$ cat src/rtl/eag_pkg.sv
package eag_pkg;
  // Bit positions in the first word (bit 0 of the numbering is the MSB).
  localparam int FMT_POS = 10;
  localparam int TAG_HI  = 9;
  localparam int TAG_LO  = 8;
  localparam int IND_POS = 7;
  localparam int TAG_W   = TAG_HI - TAG_LO + 1;

  typedef enum logic [1:0] {
    ST_IDLE = 2'd0,
    ST_XR   = 2'd1,
    ST_PTR  = 2'd2
  } eag_state_e;

  typedef struct packed {
    logic             is_long;
    logic [TAG_W-1:0] tag;
    logic             ind;
  } eag_fields_t;
endpackage

$ cat src/rtl/eag_wrap_add.sv
module eag_wrap_add #(
  parameter int AW = 15
) (
  input  logic [AW-1:0] a,
  input  logic [AW-1:0] b,
  output logic [AW-1:0] sum
);
  // Carry out of the top bit is dropped: arithmetic is modulo 2^AW.
  always_comb sum = a + b;
endmodule

$ cat src/rtl/eag_decode.sv
module eag_decode
  import eag_pkg::*;
#(
  parameter int AW     = 15,
  parameter int DISP_W = 8
) (
  input  logic [FMT_POS:0] word0_lo,
  input  logic [AW-1:0]    word1_addr,
  input  logic [AW-1:0]    iar,
  output eag_fields_t      fields,
  output logic [AW-1:0]    base,
  output logic [AW-1:0]    direct_ea,
  output logic             need_xr,
  output logic             need_ptr
);
  localparam logic [AW-1:0] ONE = AW'(1);

  logic [AW-1:0] disp_ext;
  logic [AW-1:0] next_iar;
  logic [AW-1:0] rel_ea;

  generate
    if (AW > DISP_W) begin : g_sext
      assign disp_ext = {{(AW-DISP_W){word0_lo[DISP_W-1]}}, word0_lo[DISP_W-1:0]};
    end else begin : g_trunc
      assign disp_ext = word0_lo[AW-1:0];
    end
  endgenerate

  eag_wrap_add #(.AW(AW)) u_inc (.a(iar),      .b(ONE),      .sum(next_iar));
  eag_wrap_add #(.AW(AW)) u_rel (.a(next_iar), .b(disp_ext), .sum(rel_ea));

  always_comb begin
    fields.is_long = word0_lo[FMT_POS];
    fields.tag     = word0_lo[TAG_HI:TAG_LO];
    fields.ind     = word0_lo[FMT_POS] & word0_lo[IND_POS];
    need_xr        = (word0_lo[TAG_HI:TAG_LO] != '0);
    need_ptr       = fields.ind;
    base           = fields.is_long ? word1_addr : disp_ext;
    direct_ea      = fields.is_long ? word1_addr : rel_ea;
  end
endmodule

$ cat src/rtl/eag_ctrl.sv
module eag_ctrl
  import eag_pkg::*;
#(
  parameter int              AW      = 15,
  parameter int              DW      = 16,
  parameter logic [AW-1:0]   XR_BASE = '0
) (
  input  logic          clk,
  input  logic          rst_n,
  input  logic          in_valid,
  output logic          in_ready,
  input  eag_fields_t   fields,
  input  logic [AW-1:0] base,
  input  logic [AW-1:0] direct_ea,
  input  logic          need_xr,
  input  logic          need_ptr,
  output logic          out_valid,
  input  logic          out_ready,
  output logic [AW-1:0] out_ea,
  output logic          out_long,
  output logic          mem_req,
  output logic [AW-1:0] mem_addr,
  input  logic          mem_ack,
  input  logic [DW-1:0] mem_rdata
);
  eag_state_e       state_q;
  logic [AW-1:0]    base_q;
  logic [AW-1:0]    ptr_q;
  logic [TAG_W-1:0] tag_q;
  logic             ind_q;
  logic [AW-1:0]    idx_sum;
  logic [AW-1:0]    xr_addr;
  logic             slot_free;
  logic             accept;

  eag_wrap_add #(.AW(AW)) u_idx (.a(base_q), .b(mem_rdata[AW-1:0]), .sum(idx_sum));
  eag_wrap_add #(.AW(AW)) u_xra (.a(XR_BASE), .b(AW'(tag_q)), .sum(xr_addr));

  always_comb begin
    slot_free = !out_valid || out_ready;
    in_ready  = (state_q == ST_IDLE) && slot_free;
    accept    = in_valid && in_ready;
    mem_req   = (state_q != ST_IDLE);
    mem_addr  = (state_q == ST_XR) ? xr_addr : ptr_q;
  end

  always_ff @(posedge clk or negedge rst_n) begin
    if (!rst_n) begin
      state_q   <= ST_IDLE;
      base_q    <= '0;
      ptr_q     <= '0;
      tag_q     <= '0;
      ind_q     <= 1'b0;
      out_valid <= 1'b0;
      out_ea    <= '0;
      out_long  <= 1'b0;
    end else begin
      if (out_valid && out_ready) out_valid <= 1'b0;
      unique case (state_q)
        ST_IDLE: begin
          if (accept) begin
            base_q   <= base;
            tag_q    <= fields.tag;
            ind_q    <= need_ptr;
            out_long <= fields.is_long;
            if (need_xr) begin
              state_q <= ST_XR;
            end else if (need_ptr) begin
              ptr_q   <= base;
              state_q <= ST_PTR;
            end else begin
              out_valid <= 1'b1;
              out_ea    <= direct_ea;
            end
          end
        end
        ST_XR: begin
          if (mem_ack) begin
            if (ind_q) begin
              ptr_q   <= idx_sum;
              state_q <= ST_PTR;
            end else begin
              out_valid <= 1'b1;
              out_ea    <= idx_sum;
              state_q   <= ST_IDLE;
            end
          end
        end
        ST_PTR: begin
          if (mem_ack) begin
            out_valid <= 1'b1;
            out_ea    <= mem_rdata[AW-1:0];
            state_q   <= ST_IDLE;
          end
        end
        default: state_q <= ST_IDLE;
      endcase
    end
  end
endmodule

$ cat src/rtl/ea_gen.sv
module ea_gen
  import eag_pkg::*;
#(
  parameter int            AW      = 15,
  parameter int            DW      = 16,
  parameter int            DISP_W  = 8,
  parameter logic [AW-1:0] XR_BASE = '0
) (
  input  logic          clk,
  input  logic          rst_n,
  input  logic          in_valid,
  output logic          in_ready,
  input  logic [DW-1:0] in_word0,
  input  logic [DW-1:0] in_word1,
  input  logic [AW-1:0] in_iar,
  output logic          out_valid,
  input  logic          out_ready,
  output logic [AW-1:0] out_ea,
  output logic          out_long,
  output logic          mem_req,
  output logic [AW-1:0] mem_addr,
  input  logic          mem_ack,
  input  logic [DW-1:0] mem_rdata
);
  eag_fields_t   fields;
  logic [AW-1:0] base;
  logic [AW-1:0] direct_ea;
  logic          need_xr;
  logic          need_ptr;

  eag_decode #(.AW(AW), .DISP_W(DISP_W)) u_dec (
    .word0_lo   (in_word0[FMT_POS:0]),
    .word1_addr (in_word1[AW-1:0]),
    .iar        (in_iar),
    .fields     (fields),
    .base       (base),
    .direct_ea  (direct_ea),
    .need_xr    (need_xr),
    .need_ptr   (need_ptr)
  );

  eag_ctrl #(.AW(AW), .DW(DW), .XR_BASE(XR_BASE)) u_ctl (
    .clk       (clk),
    .rst_n     (rst_n),
    .in_valid  (in_valid),
    .in_ready  (in_ready),
    .fields    (fields),
    .base      (base),
    .direct_ea (direct_ea),
    .need_xr   (need_xr),
    .need_ptr  (need_ptr),
    .out_valid (out_valid),
    .out_ready (out_ready),
    .out_ea    (out_ea),
    .out_long  (out_long),
    .mem_req   (mem_req),
    .mem_addr  (mem_addr),
    .mem_ack   (mem_ack),
    .mem_rdata (mem_rdata)
  );
endmodule

$ cat config.mk
export PLATFORM = sky130hd
export DESIGN_NAME = ea_gen
export DESIGN_NICKNAME = d
export VERILOG_FILES = /design/src/rtl/eag_pkg.sv /design/src/rtl/eag_wrap_add.sv /design/src/rtl/eag_decode.sv /design/src/rtl/eag_ctrl.sv /design/src/rtl/ea_gen.sv
export SDC_FILE = /design/constraint.sdc
export NUM_CORES = 1
export LEC_CHECK = 0
export ABC_AREA = 1
export BUFFER_PORTS_ARGS = -buffer_cell sky130_fd_sc_hd__buf_2
export CAP_MARGIN = 20
export CORE_MARGIN = 10
export CORE_UTILIZATION = 30
export CTS_CLUSTER_SIZE = 12
export DETAILED_ROUTE_END_ITERATION = 10
export PLACE_DENSITY = 0.54
export SLEW_MARGIN = 20
export SYNTH_ARGS = -nofsm -noshare
export SYNTH_HDL_FRONTEND = slang
export SYNTH_SLANG_ARGS = --single-unit
$ cat constraint.sdc
create_clock -name clk -period 1.9 [get_ports clk]
set_input_delay 0.19 -clock clk [delete_from_list [all_inputs] [get_ports clk]]
set_output_delay 0.19 -clock clk [all_outputs]
set_load 0.01 [all_outputs]
# Word level (Yosys, flattened, before mapping)
# Cells that the tools add are included.
# classes
bitwise	1
n_eq_ne	11
n_reduce_logical	14
n_addsub	3
n_mux	31
# ops
cell	count
15-bit 2-to-1 mux	14
15-bit one-hot mux with 3 select lines	1
15-bit adder	2
15-bit one-hot mux with 2 select lines	1
15-bit by 1-bit adder with 15-bit output (second input constant)	1
2-bit 2-to-1 mux	6
2-bit inequality test (second input constant)	5
1-bit 2-to-1 mux	7
7-bit AND reduction	1
2-bit by 1-bit inequality test with 1-bit output (second input constant)	3
2-bit one-hot mux with 3 select lines	1
6-bit AND reduction	1
2-bit nonzero test	3
4-bit AND reduction	1
1-bit logical AND	3
3-bit by 2-bit inequality test with 1-bit output (second input constant)	1
1-bit one-hot mux with 3 select lines	1
3-bit nonzero test	1
2-bit by 1-bit == test with 1-bit output (second input constant)	1
2-bit == test (second input constant)	1
2-bit zero test	1
2-bit AND reduction	1
1-bit AND	1
1-bit zero test	1
1-bit logical OR	1
# totals
word_cells	68
in_bits	68
register_bits	52
output_inout_bits	34

# Logic depth before layout (Yosys ltp)
# Gate-level depths: netlist (run 1).
# logic_depth
word_depth	7
depth_mapped	13
ltp_nobuf	13

# By module
# From an unflattened synthesis (run 1), not the netlist that was laid out.
# unflattened
hier_cells	1134
hier_area_um2	6646.4
# by_module_without_submodules
mod	area_each_um2	n_inst	seq_area_each_um2	cells_each
eag_ctrl	2947.8	1	1301.2	426
eag_wrap_add at u_ctl.u_xra ...	833.3	3	0.0	157
eag_wrap_add at u_ctl.u_idx	838.3	1	0.0	155
eag_decode	360.3	1	0.0	82

# Worst setup path after synthesis (run 1)
# Ideal clock, no wire load.
# synth_path
path_kind	reg2reg
startpoint	register u_ctl.base_q[0]
endpoint	register u_ctl.ptr_q[4]
setup_time_ns	0.126
path_slack_ns	0.054
path_buffers	0
t_required_ns	1.774
t_arrival_ns	1.720
period_less_slack_ns	1.846
stages_incl_launch_ff	10
cell_sequence	dfrtp_1 ha_1 fa_1 nand2_1 a21oi_1 or2_2 nand3_1 o21ai_0 nand2_1 o21ai_0
# synth_between
elab_chain_cells	4
# synth_rtl
element	line_no	source
start, declared	eag_ctrl.sv:27	logic [AW-1:0] base_q;
start signal, assigned	eag_ctrl.sv:62	base_q <= base;
15-bit adder	eag_wrap_add.sv:9	always_comb sum = a + b;
15-bit 2-to-1 mux	eag_ctrl.sv:79	if (ind_q) begin
15-bit 2-to-1 mux	eag_ctrl.sv:78	if (mem_ack) begin
15-bit one-hot mux with 2 select lines	eag_ctrl.sv:59	unique case (state_q)
end signal, assigned	eag_ctrl.sv:69	ptr_q <= base;
end signal, assigned	eag_ctrl.sv:80	ptr_q <= idx_sum;
end, declared	eag_ctrl.sv:28	logic [AW-1:0] ptr_q;
# Every way passes these cells. The select of a mux whose other input is x is not followed.
# A chain may end at the register's enable or synchronous reset.

# Final worst setup path (run 1)
# layout_path
startpoint	register u_ctl.base_q[0]
endpoint	register u_ctl.out_ea[10]
# layout_between
elab_chain_cells	4
# layout_rtl
element	line_no	source
15-bit adder	eag_wrap_add.sv:9	
15-bit 2-to-1 mux	eag_ctrl.sv:79	
15-bit 2-to-1 mux	eag_ctrl.sv:78	
15-bit one-hot mux with 3 select lines	eag_ctrl.sv:59	
end signal, assigned	eag_ctrl.sv:73	out_ea <= direct_ea;
end signal, assigned	eag_ctrl.sv:84	out_ea <= idx_sum;
end signal, assigned	eag_ctrl.sv:92	out_ea <= mem_rdata[AW-1:0];
end, declared	eag_ctrl.sv:19	output logic [AW-1:0] out_ea,
# Every way passes these cells. The select of a mux whose other input is x is not followed.

==> reports/metrics.json, run 1 <==
{
  "cts": {
    "buffer_depth_of_the_longest_clock_path": 2,
    "clock_tree.htree_level_count": 2,
    "clock_tree.root_cell": "clkbuf_16",
    "clock_sink_count": 52,
    "path_clk_slew_ps": 70,
    "clock_latency_ps": 300,
    "cts_inserted_buffers": 5,
    "tritoncts": "yes"
  },
  "timing": {
    "timing_hold_violations_final": 0,
    "timing.final.crit_period_ps": 1840,
    "setup_total_negative_slack_ps": 0,
    "worstMarginPinSlew_ps": 477,
    "timing.final.crit_share_pct": 96.7,
    "final.setup.worst_slack_ps": 63.2,
    "maxClockFrequency_mhz": 544,
    "worst_slew_margin_rel_pct": 68.2,
    "setup_viol": 0,
    "max_clock_skew_ps": 9.22,
    "hold_slack_final_ps": 103,
    "finalMaxSlewViolations": 0,
    "grt_setup_unrepaired": "true"
  },
  "routing": {
    "route.antenna.remaining_nets": 0,
    "drc_errors": 0,
    "drt_first_iter_violations": 317,
    "detail_route.first_pass.iterations": 4,
    "via_count": 4835,
    "wirelength_mm": 15.5,
    "route.detailed.wl_per_inst_microns": 15.0,
    "vias_per_cell": 4.67
  },
  "setup_path": {
    "critical_path_required_ps": 2140,
    "r2r-start": "u_ctl.base_q[0]$_DFFE_PN0P_",
    "path_cells": "ha_2 -> fa_2 -> nand2_4 -> nand2_2 -> nand3_2 -> nand2_4 -> nand2_2 -> nand2_1 -> nand2_1 -> nand3_2 -> nand2_1 -> nand3_1 -> nand2_1",
    "data_arrival_time_of_the_critical_path_ps": 2080,
    "critical_path.reg2reg.endpoint": "u_ctl.out_ea[10]$_DFFE_PN0P_",
    "critical_path_capture_point_type": "flop",
    "worst_setup_path_start_kind": "flop",
    "critical_path_class": "reg -> reg",
    "slowest_stage": "dfrtp_1",
    "slowest_delay_ps": 390,
    "critical-path-top-cell-by-count": "nand2_1",
    "worst_r2r_path_depth": 13,
    "regToRegSetupSlack_ps": 60,
    "cp_max_fo": 4
  },
  "placed_design": {
    "io_buffer_count": 94,
    "dpl-instance-area_sq_um": 5340,
    "detailedPlacementHpwl_mm": 12.3,
    "place.gp.congestion": 0.893,
    "dp_slack_ps": -76.4,
    "dpl.cell_count": 1024
  },
  "finish": {
    "share_of_final_layout_standard_cells_stronger_than_drive_strength_1_pct": 21.0,
    "finish.cell_count_without_fillers": 1035,
    "postLayoutCellArea_sq_um": 5760,
    "fillers": 1625,
    "multi_input_area_sq_um": 2920,
    "n_antenna_cell": 0,
    "layout.cells.most_common": "nand2_1",
    "area_delta_synth_final_pct": 27.4,
    "register_area_sq_um": 1300,
    "nNetsFinal": 952,
    "final_cell_mix": "270 x nand2_1, 104 x inv_1, 94 x buf_2"
  },
  "grt": {
    "globalRouteTotalUtil_pct": 14.9,
    "grt_max_degree": 36,
    "number_of_antenna_violations_at_the_first_check_in_global_routing": 0,
    "number_of_global_route_vias_before_repair": 4633,
    "grt_first_pass_wirelength_mm": 24.4,
    "overflow": 0
  },
  "synth": {
    "ys.warnings.count": 0,
    "yosys.cell_types.count": 30,
    "postSynthRegisterBits": 52,
    "netlist.top_cell.by_area": "dfrtp_1",
    "area_fraction_of_the_dominant_cell_type_after_synthesis_pct": 28.8,
    "syn-num-nets": 845,
    "synth.cell_area_sq_um": 4520,
    "synthesis.area_per_instance_sq_um": 6.09,
    "proportion_of_synthesized_chip_area_in_sequential_cells_pct": 28.8,
    "netlist_instances": 743,
    "synth_top_cells_by_area": "dfrtp_1 29%, nand2_1 23%, inv_1 8.9%"
  },
  "hold_path": {
    "hold_path.class": "in -> reg",
    "hold_start": "in_word0[8]",
    "worst_hold_path.endpoint": "u_ctl.tag_q[0]$_DFFE_PN0P_",
    "hold-path-cell-count": 3
  },
  "die": {
    "coreArea_sq_um": 14600,
    "dieWidth_microns": 143,
    "cell_row_count": 44,
    "floorplan.die_area_sq_um": 20400,
    "floorplan.io_pins": 102,
    "die-height_microns": 143,
    "effective_utilization_at_floorplan_pct": 30.9
  },
  "job": {
    "drv.max_cap_violation_count": 0
  },
  "power": {
    "static-leakage-power_nw": 3.26,
    "power_density_over_the_cells_nw_per_um2": 1450,
    "power.ir.vdd_worst_mv": 0.471
  },
  "outcome": {
    "status": "finished clean"
  }
}
metrics by stage:
step                      power (W)  util (%)
after floorplan             0.00515         -
after global placement      0.00692      36.4
after detailed placement    0.00694      36.4
after CTS                   0.00796      37.6
after global routing        0.00917      39.4
final                       0.00839      39.4
routing by layer:
metal | up-vias | routed length [microns] | share of wire (%) | track usage [%]
met2 | 111 | 7060 | 46 | 23.5
met3 | 7 | 808 | 5.2 | 2.26
met5 | - | 0 | 0 | 0
met1 | 2160 | 7490 | 48 | 20.7
met4 | 0 | 129 | 0.83 | 3.69
li1 | 2557 | - | - | -
what timing repair did:
action | in CTS | in global routing
setup endpoints to repair | 11 | 49
buffers inserted | 0 | 1
gates cloned | 0 | 1
pin swaps | 0 | 7
hold endpoints to repair | 17 | 0
hold buffers | 1 | 0
gates resized for setup | 5 | 58
critical path, delay by kind of cell (launching register included):
family | cells | cell delay, ps
fa+ha+maj | 2 | 570
flops | 1 | 390
simple gates | 11 | 810
worst max path at each step:
stage                                      from                      endpoint  slack [ps]  depth (start not counted)
floorplan           u_ctl.base_q[0]$_DFFE_PN0P_    u_ctl.ptr_q[4]$_DFFE_PN0P_          50                          9
global placement    u_ctl.base_q[0]$_DFFE_PN0P_    u_ctl.ptr_q[4]$_DFFE_PN0P_         -60                          9
detailed placement  u_ctl.base_q[0]$_DFFE_PN0P_    u_ctl.ptr_q[4]$_DFFE_PN0P_         -80                          9
CTS                 u_ctl.base_q[0]$_DFFE_PN0P_  u_ctl.out_ea[10]$_DFFE_PN0P_           2                         12
global route        u_ctl.base_q[0]$_DFFE_PN0P_  u_ctl.out_ea[10]$_DFFE_PN0P_         -50                         13
finish              u_ctl.base_q[0]$_DFFE_PN0P_  u_ctl.out_ea[10]$_DFFE_PN0P_          60                         13
synth_stat cells:
| library cell | instances |
|---|---|
| nor2_1 | 55 |
| xor2_1 | 2 |
| o22ai_1 | 1 |
| ha_1 | 32 |
| nand4_1 | 7 |
| a21oi_1 | 68 |
| nand3_1 | 56 |
| buf_6 | 2 |
| a31oi_1 | 2 |
| a22oi_1 | 1 |
| o21ai_0 | 37 |
| buf_1 | 3 |
| a32o_1 | 1 |
| fa_1 | 2 |
| inv_2 | 5 |
| buf_4 | 1 |
| dfrtp_1 | 52 |
| buf_2 | 3 |
| inv_1 | 107 |
| o31ai_1 | 1 |
| nand2_1 | 278 |
| nor2_2 | 1 |
| clkinv_1 | 3 |
| nor2_4 | 1 |
| clkbuf_1 | 11 |
| nand3b_1 | 2 |
| nor3_1 | 5 |
| o21ai_1 | 1 |
| or2_2 | 2 |
| nor3_4 | 1 |
logic make-up (layout without fill, tap and decap cells):
logic type / after synthesis / count (layout) / share of synthesized area (%)
AOI/OAI and AO/OA: 112 / 112 / 12.7
adders and majority gates: 34 / 34 / 9.74
buffers and inverters: 135 / 243 / 11.7
DFF: 52 / 52 / 28.8
and+or+nand+nor: 408 / 408 / 36.7
xor gates and xnor gates: 2 / 2 / 0.387
power breakdown:
part           total (W)  leakage (nW)  switching [W]  internal (W)
Clock           0.000960        0.0701       0.000434      0.000527
Sequential       0.00199         0.639       0.000349       0.00164
Combinational    0.00543          2.55        0.00332       0.00211
registers in the layout, summed over array words and instances (netlist names):
register / count
u_ctl.out_long: 1
u_ctl.state_q: 2
u_ctl.ptr_q: 15
u_ctl.out_valid: 1
u_ctl.base_q: 15
u_ctl.ind_q: 1
u_ctl.out_ea: 15
u_ctl.tag_q: 2
cell type report:
class | instances | share of cell area (%)
clock inverter | 1 | 0.130
tap | 184 | 3.99
timing repair buffer | 120 | 12.6
multi-input combinational | 556 | 50.7
clock buffer | 7 | 2.48
inverter | 115 | 7.53
sequential | 52 | 22.6
Note: power is estimated with default switching activity, not from simulation.
==> run 2, diff against run 1 <==
--- a/config.mk
+++ b/config.mk
@@ -8,6 +8,7 @@
 export ABC_AREA = 1
 export BUFFER_PORTS_ARGS = -buffer_cell sky130_fd_sc_hd__buf_2
 export CAP_MARGIN = 20
+export CORE_ASPECT_RATIO = 1.2
 export CORE_MARGIN = 10
 export CORE_UTILIZATION = 30
 export CTS_CLUSTER_SIZE = 12
==> reports/metrics.json, run 2 (synthesis results as in run 1) <==
{
  "finish": {
    "nNetsFinal": {"value": 955, "change": "was 952"},
    "area_delta_synth_final": {"value": 28.8, "unit": "%", "change": "was 27.4%"},
    "final_cell_mix": {"value": "273 x nand2_1, 106 x inv_1, 94 x buf_2", "change": "was 270 x nand2_1, 104 x inv_1, 94 x buf_2"},
    "fillers": {"value": 1646, "change": "was 1625"},
    "n_antenna_cell": {"value": 0, "change": "unchanged"},
    "register_area": {"value": 1300, "unit": "sq um", "change": "unchanged"},
    "top_regs": {"value": "u_ctl.base_q: 15 flops, u_ctl.out_ea: 15 flops, u_ctl.ptr_q: 15 flops", "change": "unchanged"},
    "multi_input_area": {"value": 2920, "unit": "sq um", "change": "about the same"},
    "finish.utilization": {"value": 39.1, "unit": "%", "change": "was 39.4%"},
    "share_of_final_layout_standard_cells_stronger_than_drive_strength_1": {"value": 20.5, "unit": "%", "change": "was 21.0%"},
    "layout.cells.most_common": {"value": "nand2_1", "change": "unchanged"}
  },
  "cts": {
    "buffer_depth_of_the_longest_clock_path": {"value": 2, "change": "unchanged"},
    "path_clk_slew": {"value": 70, "unit": "ps", "change": "about the same"},
    "cts_inserted_buffers": {"value": 5, "change": "unchanged"},
    "clock_latency": {"value": 300, "unit": "ps", "change": "about the same"},
    "tritoncts": {"value": "yes", "change": "unchanged"},
    "clock_sink_count": {"value": 52, "change": "unchanged"},
    "clock_tree.root_cell": {"value": "clkbuf_16", "change": "unchanged"},
    "clock_tree.htree_level_count": {"value": 2, "change": "unchanged"}
  },
  "setup_path": {
    "slowest_delay": {"value": 430, "unit": "ps", "change": "was 390 ps"},
    "critical_path_capture_point_type": {"value": "flop", "change": "unchanged"},
    "data_arrival_time_of_the_critical_path": {"value": 2090, "unit": "ps", "change": "was 2080 ps"},
    "critical_path_required": {"value": 2140, "unit": "ps", "change": "about the same"},
    "worst_setup_path_start_kind": {"value": "flop", "change": "unchanged"},
    "timing.critical_path.buf_inv": {"value": 4, "change": "was 0"},
    "critical-path-top-cell-by-count": {"value": "inv_2", "change": "was nand2_1"},
    "critical_path_class": {"value": "reg -> reg", "change": "unchanged"},
    "slowest_stage": {"value": "dfrtp_1", "change": "unchanged"},
    "path_cells": {"value": "inv_2 -> ha_4 -> inv_6 -> nor3_4 -> o22ai_2 -> nor2_2 -> inv_2 -> nor2_4 -> clkbuf_16 -> nand3_1 -> nand2_1", "change": "was ha_2 -> fa_2 -> nand2_4 -> nand2_2 -> nand3_2 -> nand2_4 -> nand2_2 -> nand2_1 -> nand2_1 -> nand3_2 -> nand2_1 -> nand3_1 -> nand2_1"},
    "regToRegSetupSlack": {"value": 60, "unit": "ps", "change": "about the same"},
    "cpLargestDelayFamily": {"value": "simple AND/OR/NAND/NOR gates", "change": "unchanged"},
    "cp_max_fo": {"value": 7, "change": "was 4"}
  },
  "hold_path": {
    "hold_path.class": {"value": "in -> reg", "change": "unchanged"}
  },
  "die": {
    "effective_utilization_at_floorplan": {"value": 30.4, "unit": "%", "change": "was 30.9%"},
    "cell_row_count": {"value": 49, "change": "was 44"},
    "floorplan.die_area": {"value": 20400, "unit": "sq um", "change": "about the same"},
    "coreArea": {"value": 14900, "unit": "sq um", "change": "was 14600 sq um"},
    "floorplan.io_pins": {"value": 102, "change": "unchanged"},
    "dieWidth": {"value": 132, "unit": "microns", "change": "was 143 microns"},
    "die-height": {"value": 155, "unit": "microns", "change": "was 143 microns"}
  },
  "power": {
    "p_seq_share": {"value": 23.3, "unit": "%", "change": "was 23.7%"},
    "power.share.switching": {"value": 48.0, "unit": "%", "change": "was 49.0%"},
    "power.switching": {"value": 0.00411, "unit": "W", "change": "about the same"},
    "static-leakage-power": {"value": 3.28, "unit": "nW", "change": "was 3.26 nW"},
    "comb_power_share": {"value": 64.5, "unit": "%", "change": "was 64.8%"},
    "power.ir.vdd_worst": {"value": 0.437, "unit": "mV", "change": "was 0.471 mV"},
    "share_clk_of_total_power": {"value": 12.2, "unit": "%", "change": "was 11.5%"},
    "cell_internal_pwr": {"value": 0.00445, "unit": "W", "change": "was 0.00428 W"},
    "power_density_over_the_cells": {"value": 1470, "unit": "nW/um^2", "change": "was 1450 nW/um^2"}
  },
  "grt": {
    "number_of_global_route_vias_before_repair": {"value": 4763, "change": "was 4633"},
    "grt_max_degree": {"value": 33, "change": "was 36"},
    "overflow": {"value": 0, "change": "unchanged"},
    "grt_first_pass_wirelength": {"value": 24.3, "unit": "mm", "change": "was 24.4 mm"},
    "globalRouteTotalUtil": {"value": 14.4, "unit": "%", "change": "was 14.9%"},
    "number_of_antenna_violations_at_the_first_check_in_global_routing": {"value": 0, "change": "unchanged"}
  },
  "placed_design": {
    "io_buffer_count": {"value": 94, "change": "unchanged"},
    "place.gp.congestion": {"value": 0.879, "change": "was 0.893"},
    "detailedPlacementHpwl": {"value": 12.3, "unit": "mm", "change": "about the same"}
  },
  "routing": {
    "vias_per_cell": {"value": 4.66, "change": "was 4.67"},
    "wirelength": {"value": 15.3, "unit": "mm", "change": "was 15.5 mm"},
    "drt_first_iter_violations": {"value": 290, "change": "was 317"},
    "drc_errors": {"value": 0, "change": "unchanged"},
    "via_count": {"value": 4928, "change": "was 4835"},
    "route.detailed.wl_per_inst": {"value": 14.5, "unit": "microns", "change": "was 15.0 microns"},
    "route.antenna.remaining_nets": {"value": 0, "change": "unchanged"},
    "detail_route.first_pass.iterations": {"value": 5, "change": "was 4"}
  },
  "timing": {
    "worstMarginPinSlew": {"value": 522, "unit": "ps", "change": "was 477 ps"},
    "max_clock_skew": {"value": 8.41, "unit": "ps", "change": "was 9.22 ps"},
    "hold_slack_final": {"value": 113, "unit": "ps", "change": "was 103 ps"},
    "grt_setup_unrepaired": {"value": "true", "change": "unchanged"},
    "maxClockFrequency": {"value": 542, "unit": "MHz", "change": "was 544 MHz"},
    "setup_viol": {"value": 0, "change": "unchanged"},
    "worst_slew_margin_rel": {"value": 65.2, "unit": "%", "change": "was 68.2%"},
    "timing_hold_violations_final": {"value": 0, "change": "unchanged"},
    "timing.final.crit_period": {"value": 1840, "unit": "ps", "change": "about the same"},
    "finalMaxSlewViolations": {"value": 0, "change": "unchanged"},
    "timing.final.crit_share": {"value": 97.1, "unit": "%", "change": "was 96.7%"}
  },
  "outcome": {
    "status": {"value": "finished clean", "change": "unchanged"}
  },
  "job": {
    "drv.max_cap_violation_count": {"value": 0, "change": "unchanged"}
  }
}
==> run 2: cell type report <==
| type | count | share of cell area (%) |
|---|---|---|
| Multi-Input combinational cell | 556 | 50.1 |
| Sequential cell | 52 | 22.3 |
| Timing Repair Buffer | 123 | 12.8 |
| Inverter | 115 | 7.54 |
| Tap cell | 204 | 4.38 |
| Clock buffer | 6 | 2.21 |
| Clock inverter | 2 | 0.602 |
==> run 2: final timing paths <==
kind,start,end,cells past startpoint
min reg2reg,u_ctl.out_ea[11]$_DFFE_PN0P_,u_ctl.out_ea[11]$_DFFE_PN0P_,2
max in group asynchronous,rst_n,u_ctl.ptr_q[11]$_DFFE_PN0P_,3
min in group asynchronous,rst_n,u_ctl.out_long$_DFFE_PN0P_,2
max reg2reg,u_ctl.state_q[0]$_DFFE_PN0P_,u_ctl.out_ea[10]$_DFFE_PN0P_,11
min,in_word0[9],u_ctl.tag_q[1]$_DFFE_PN0P_,3
max,u_ctl.state_q[0]$_DFFE_PN0P_,u_ctl.out_ea[10]$_DFFE_PN0P_,11
==> run 2: power by group through the flow <==
stage	combinational [W]	clock (W)	sequential, W
global placement	0.00492	0	0.00196
CTS	0.00497	0.00107	0.00195
floorplan	0.00319	0	0.00196
global route	0.00621	0.00111	0.00204
detailed placement	0.00492	0	0.00196
finish	0.00551	0.00105	0.00199
==> run 2: per-layer routing <==
layer | track usage (%) | part of all wire (%)
met3 | 1.81 | 3.7
met4 | 5.57 | 2.2
met1 | 18.7 | 46
met5 | 0 | 0
met2 | 23.8 | 48
==> run 2: worst reg2reg max path: cells and delay by family (launching register included) <==
kind	cells	cell delay, ps
AND/OR/NAND/NOR	5	690
flip-flops	1	430
buffers and inverters	4	400
adder cells (fa/ha/maj)	1	160
AO/OA/AOI/OAI	1	120
==> run 2: what timing repair did <==
item | 4_1_cts | 5_1_grt
gates cloned | 0 | 1
endpoints found under the hold margin | 19 | 0
pin swaps | 0 | 17
resized for setup | 7 | 44
hold buffers | 1 | 0
buffers inserted | 0 | 5
setup endpoints to repair | 13 | 44
==> run 2: per-stage QoR <==
step	instances	area [sq um]	setup TNS (ps)	total power (W)	setup slack (ps)
floorplan	743	4520	0	0.00515	53.7
global placement	1043	5340	-211	0.00688	-59.4
detailed placement	1043	5340	-444	0.00688	-73.3
CTS	1052	5530	0	0.00799	0.194
global route	1058	5820	-582	0.00937	-47.3
finish	1058	5820	0	0.00855	55.1
==> run 3, diff against run 2 <==
--- a/config.mk
+++ b/config.mk
@@ -14,6 +14,7 @@
 export CTS_CLUSTER_SIZE = 12
 export DETAILED_ROUTE_END_ITERATION = 10
 export PLACE_DENSITY = 0.54
+export RECOVER_POWER = 100
 export SLEW_MARGIN = 20
 export SYNTH_ARGS = -nofsm -noshare
 export SYNTH_HDL_FRONTEND = slang
==> reports/metrics.json, run 3 (synthesis results as in run 1) <==
{
  "grt": {
    "grt_first_pass_wirelength": {"value": 24.3, "unit": "mm", "change": "unchanged"},
    "grt_max_degree": {"value": 33, "change": "unchanged"},
    "overflow": {"value": 0, "change": "unchanged"},
    "number_of_antenna_violations_at_the_first_check_in_global_routing": {"value": 0, "change": "unchanged"},
    "globalRouteTotalUtil": {"value": 14.4, "unit": "%", "change": "unchanged"},
    "number_of_global_route_vias_before_repair": {"value": 4763, "change": "unchanged"}
  },
  "setup_path": {
    "worst_setup_path_start_kind": {"value": "flop", "change": "unchanged"},
    "data_arrival_time_of_the_critical_path": {"value": 2090, "unit": "ps", "change": "about the same"},
    "critical_path_required": {"value": 2140, "unit": "ps", "change": "about the same"},
    "cp_max_fo": {"value": 7, "change": "unchanged"},
    "critical_path_capture_point_type": {"value": "flop", "change": "unchanged"},
    "critical_path_class": {"value": "reg -> reg", "change": "unchanged"}
  },
  "timing": {
    "maxClockFrequency": {"value": 540, "unit": "MHz", "change": "was 542 MHz"},
    "timing_hold_violations_final": {"value": 0, "change": "unchanged"},
    "grt_setup_unrepaired": {"value": "true", "change": "unchanged"},
    "setup_viol": {"value": 0, "change": "unchanged"},
    "hold_slack_final": {"value": 113, "unit": "ps", "change": "about the same"},
    "worstMarginPinSlew": {"value": 1250, "unit": "ps", "change": "was 522 ps"},
    "worst_slew_margin_rel": {"value": 16.4, "unit": "%", "change": "was 65.2%"},
    "setup_total_negative_slack": {"value": 0, "unit": "ps", "change": "unchanged"},
    "max_clock_skew": {"value": 8.20, "unit": "ps", "change": "was 8.41 ps"},
    "timing.final.crit_share": {"value": 97.4, "unit": "%", "change": "was 97.1%"},
    "timing.final.crit_period": {"value": 1850, "unit": "ps", "change": "was 1840 ps"},
    "finalMaxSlewViolations": {"value": 0, "change": "unchanged"}
  },
  "outcome": {
    "status": {"value": "finished clean", "change": "unchanged"}
  },
  "die": {
    "dieWidth": {"value": 132, "unit": "microns", "change": "unchanged"},
    "effective_utilization_at_floorplan": {"value": 30.4, "unit": "%", "change": "unchanged"},
    "floorplan.die_area": {"value": 20400, "unit": "sq um", "change": "unchanged"},
    "cell_row_count": {"value": 49, "change": "unchanged"},
    "floorplan.io_pins": {"value": 102, "change": "unchanged"},
    "coreArea": {"value": 14900, "unit": "sq um", "change": "unchanged"},
    "die-height": {"value": 155, "unit": "microns", "change": "unchanged"}
  },
  "cts": {
    "clock_sink_count": {"value": 52, "change": "unchanged"},
    "cts_inserted_buffers": {"value": 5, "change": "unchanged"},
    "clock_tree.root_cell": {"value": "clkbuf_16", "change": "unchanged"},
    "tritoncts": {"value": "yes", "change": "unchanged"},
    "path_clk_slew": {"value": 70, "unit": "ps", "change": "about the same"},
    "clock_tree.htree_level_count": {"value": 2, "change": "unchanged"},
    "buffer_depth_of_the_longest_clock_path": {"value": 2, "change": "unchanged"},
    "clock_latency": {"value": 300, "unit": "ps", "change": "about the same"}
  },
  "finish": {
    "final_cell_mix": {"value": "273 x nand2_1, 106 x inv_1, 76 x buf_2", "change": "was 273 x nand2_1, 106 x inv_1, 94 x buf_2"},
    "nNetsFinal": {"value": 955, "change": "unchanged"},
    "n_antenna_cell": {"value": 0, "change": "unchanged"},
    "share_of_final_layout_standard_cells_stronger_than_drive_strength_1": {"value": 18.4, "unit": "%", "change": "was 20.5%"},
    "layout.cells.most_common": {"value": "nand2_1", "change": "unchanged"},
    "area_delta_synth_final": {"value": 28.3, "unit": "%", "change": "was 28.8%"},
    "top_regs": {"value": "u_ctl.base_q: 15 flops, u_ctl.out_ea: 15 flops, u_ctl.ptr_q: 15 flops", "change": "unchanged"}
  },
  "routing": {
    "wirelength": {"value": 15.3, "unit": "mm", "change": "about the same"},
    "vias_per_cell": {"value": 4.65, "change": "was 4.66"},
    "drc_errors": {"value": 0, "change": "unchanged"},
    "drt_first_iter_violations": {"value": 321, "change": "was 290"},
    "route.detailed.wl_per_inst": {"value": 14.5, "unit": "microns", "change": "about the same"},
    "detail_route.first_pass.iterations": {"value": 6, "change": "was 5"},
    "via_count": {"value": 4919, "change": "was 4928"},
    "route.antenna.remaining_nets": {"value": 0, "change": "unchanged"}
  },
  "job": {
    "drv.max_cap_violation_count": {"value": 0, "change": "unchanged"}
  },
  "power": {
    "power.ir.vdd_worst": {"value": 0.436, "unit": "mV", "change": "was 0.437 mV"},
    "power_density_over_the_cells": {"value": 1470, "unit": "nW/um^2", "change": "about the same"},
    "static-leakage-power": {"value": 3.22, "unit": "nW", "change": "was 3.28 nW"}
  },
  "hold_path": {
    "hold_path.class": {"value": "in -> reg", "change": "unchanged"}
  },
  "placed_design": {
    "detailedPlacementHpwl": {"value": 12.3, "unit": "mm", "change": "unchanged"},
    "io_buffer_count": {"value": 94, "change": "unchanged"},
    "place.gp.congestion": {"value": 0.879, "change": "unchanged"}
  }
}
[run 3: changes by cell type in the layout (fill, tap and decap cells not counted), sizes merged]
| cell | before | now |
|---|---|---|
| clkbuf | 7 | 27 |
| buf | 121 | 101 |
[run 3: path summary, 6_finish.rpt]
path | slack [ps] | to | startpoint | depth (start not counted)
worst min register to register | 480 | u_ctl.out_ea[11]$_DFFE_PN0P_ | u_ctl.out_ea[11]$_DFFE_PN0P_ | 2
worst min-delay path | 110 | u_ctl.tag_q[1]$_DFFE_PN0P_ | in_word0[9] | 3
min in group asynchronous | 680 | u_ctl.out_long$_DFFE_PN0P_ | rst_n | 2
worst max-delay path | 50 | u_ctl.out_ea[10]$_DFFE_PN0P_ | u_ctl.state_q[0]$_DFFE_PN0P_ | 11
worst max register to register | 50 | u_ctl.out_ea[10]$_DFFE_PN0P_ | u_ctl.state_q[0]$_DFFE_PN0P_ | 11
max in group asynchronous | 200 | u_ctl.ptr_q[11]$_DFFE_PN0P_ | rst_n | 3
[run 3: power breakdown]
group          internal [W]  switching (W)  leakage (nW)  total (W)
combinational       0.00214        0.00333          2.50    0.00547
sequential          0.00164       0.000355         0.639    0.00200
clock              0.000621       0.000425        0.0808    0.00105
[run 3: layout make-up]
| class | count | area [sq um] |
|---|---|---|
| fill | 1650 | 9100 |
| sequential | 52 | 1300 |
| clock inverter | 2 | 35.0 |
| timing repair buffer | 123 | 726 |
| multi-input combinational | 556 | 2920 |
| tap | 204 | 255 |
| clock buffer | 6 | 129 |
| inverter | 115 | 439 |
[run 3: critical path, cell delays in order (launching register included)]
cell and delay (ps):
dfrtp_1 430, inv_2 100, ha_4 160, inv_6 40
nor3_4 190, o22ai_2 120, nor2_2 160, inv_2 60
nor2_4 210, clkbuf_16 200, nand3_1 80, nand2_1 50
[run 3: layer usage]
| metal | routed length [microns] | global-route usage [%] | vias to the layer above |
|---|---|---|---|
| li1 | - | - | 2567 |
| met1 | 7050 | 18.7 | 2214 |
| met2 | 7340 | 23.8 | 118 |
| met3 | 577 | 1.81 | 20 |
| met4 | 343 | 5.57 | 0 |
| met5 | 0 | 0 | - |
[run 3: what timing repair did]
action / CTS / global route
hold buffers: 1 / 0
setup endpoints to repair: 13 / 44
gates cloned: 0 / 1
gates resized for setup: 7 / 44
pin swaps: 0 / 17
buffers inserted: 0 / 5
endpoints found under the hold margin: 19 / 0
[run 3: stage by stage]
| stage | cells | total power [W] | worst slack (ps) | util [%] | area, sq um |
|---|---|---|---|---|---|
| floorplan | 743 | 0.00515 | 53.7 | - | 4520 |
| global placement | 1043 | 0.00688 | -59.4 | 35.9 | 5340 |
| detailed placement | 1043 | 0.00688 | -73.3 | 35.9 | 5340 |
| CTS | 1052 | 0.00799 | 0.194 | 37.1 | 5530 |
| global route | 1058 | 0.00933 | -47.3 | 38.9 | 5800 |
| finish | 1058 | 0.00851 | 49.2 | 38.9 | 5800 |
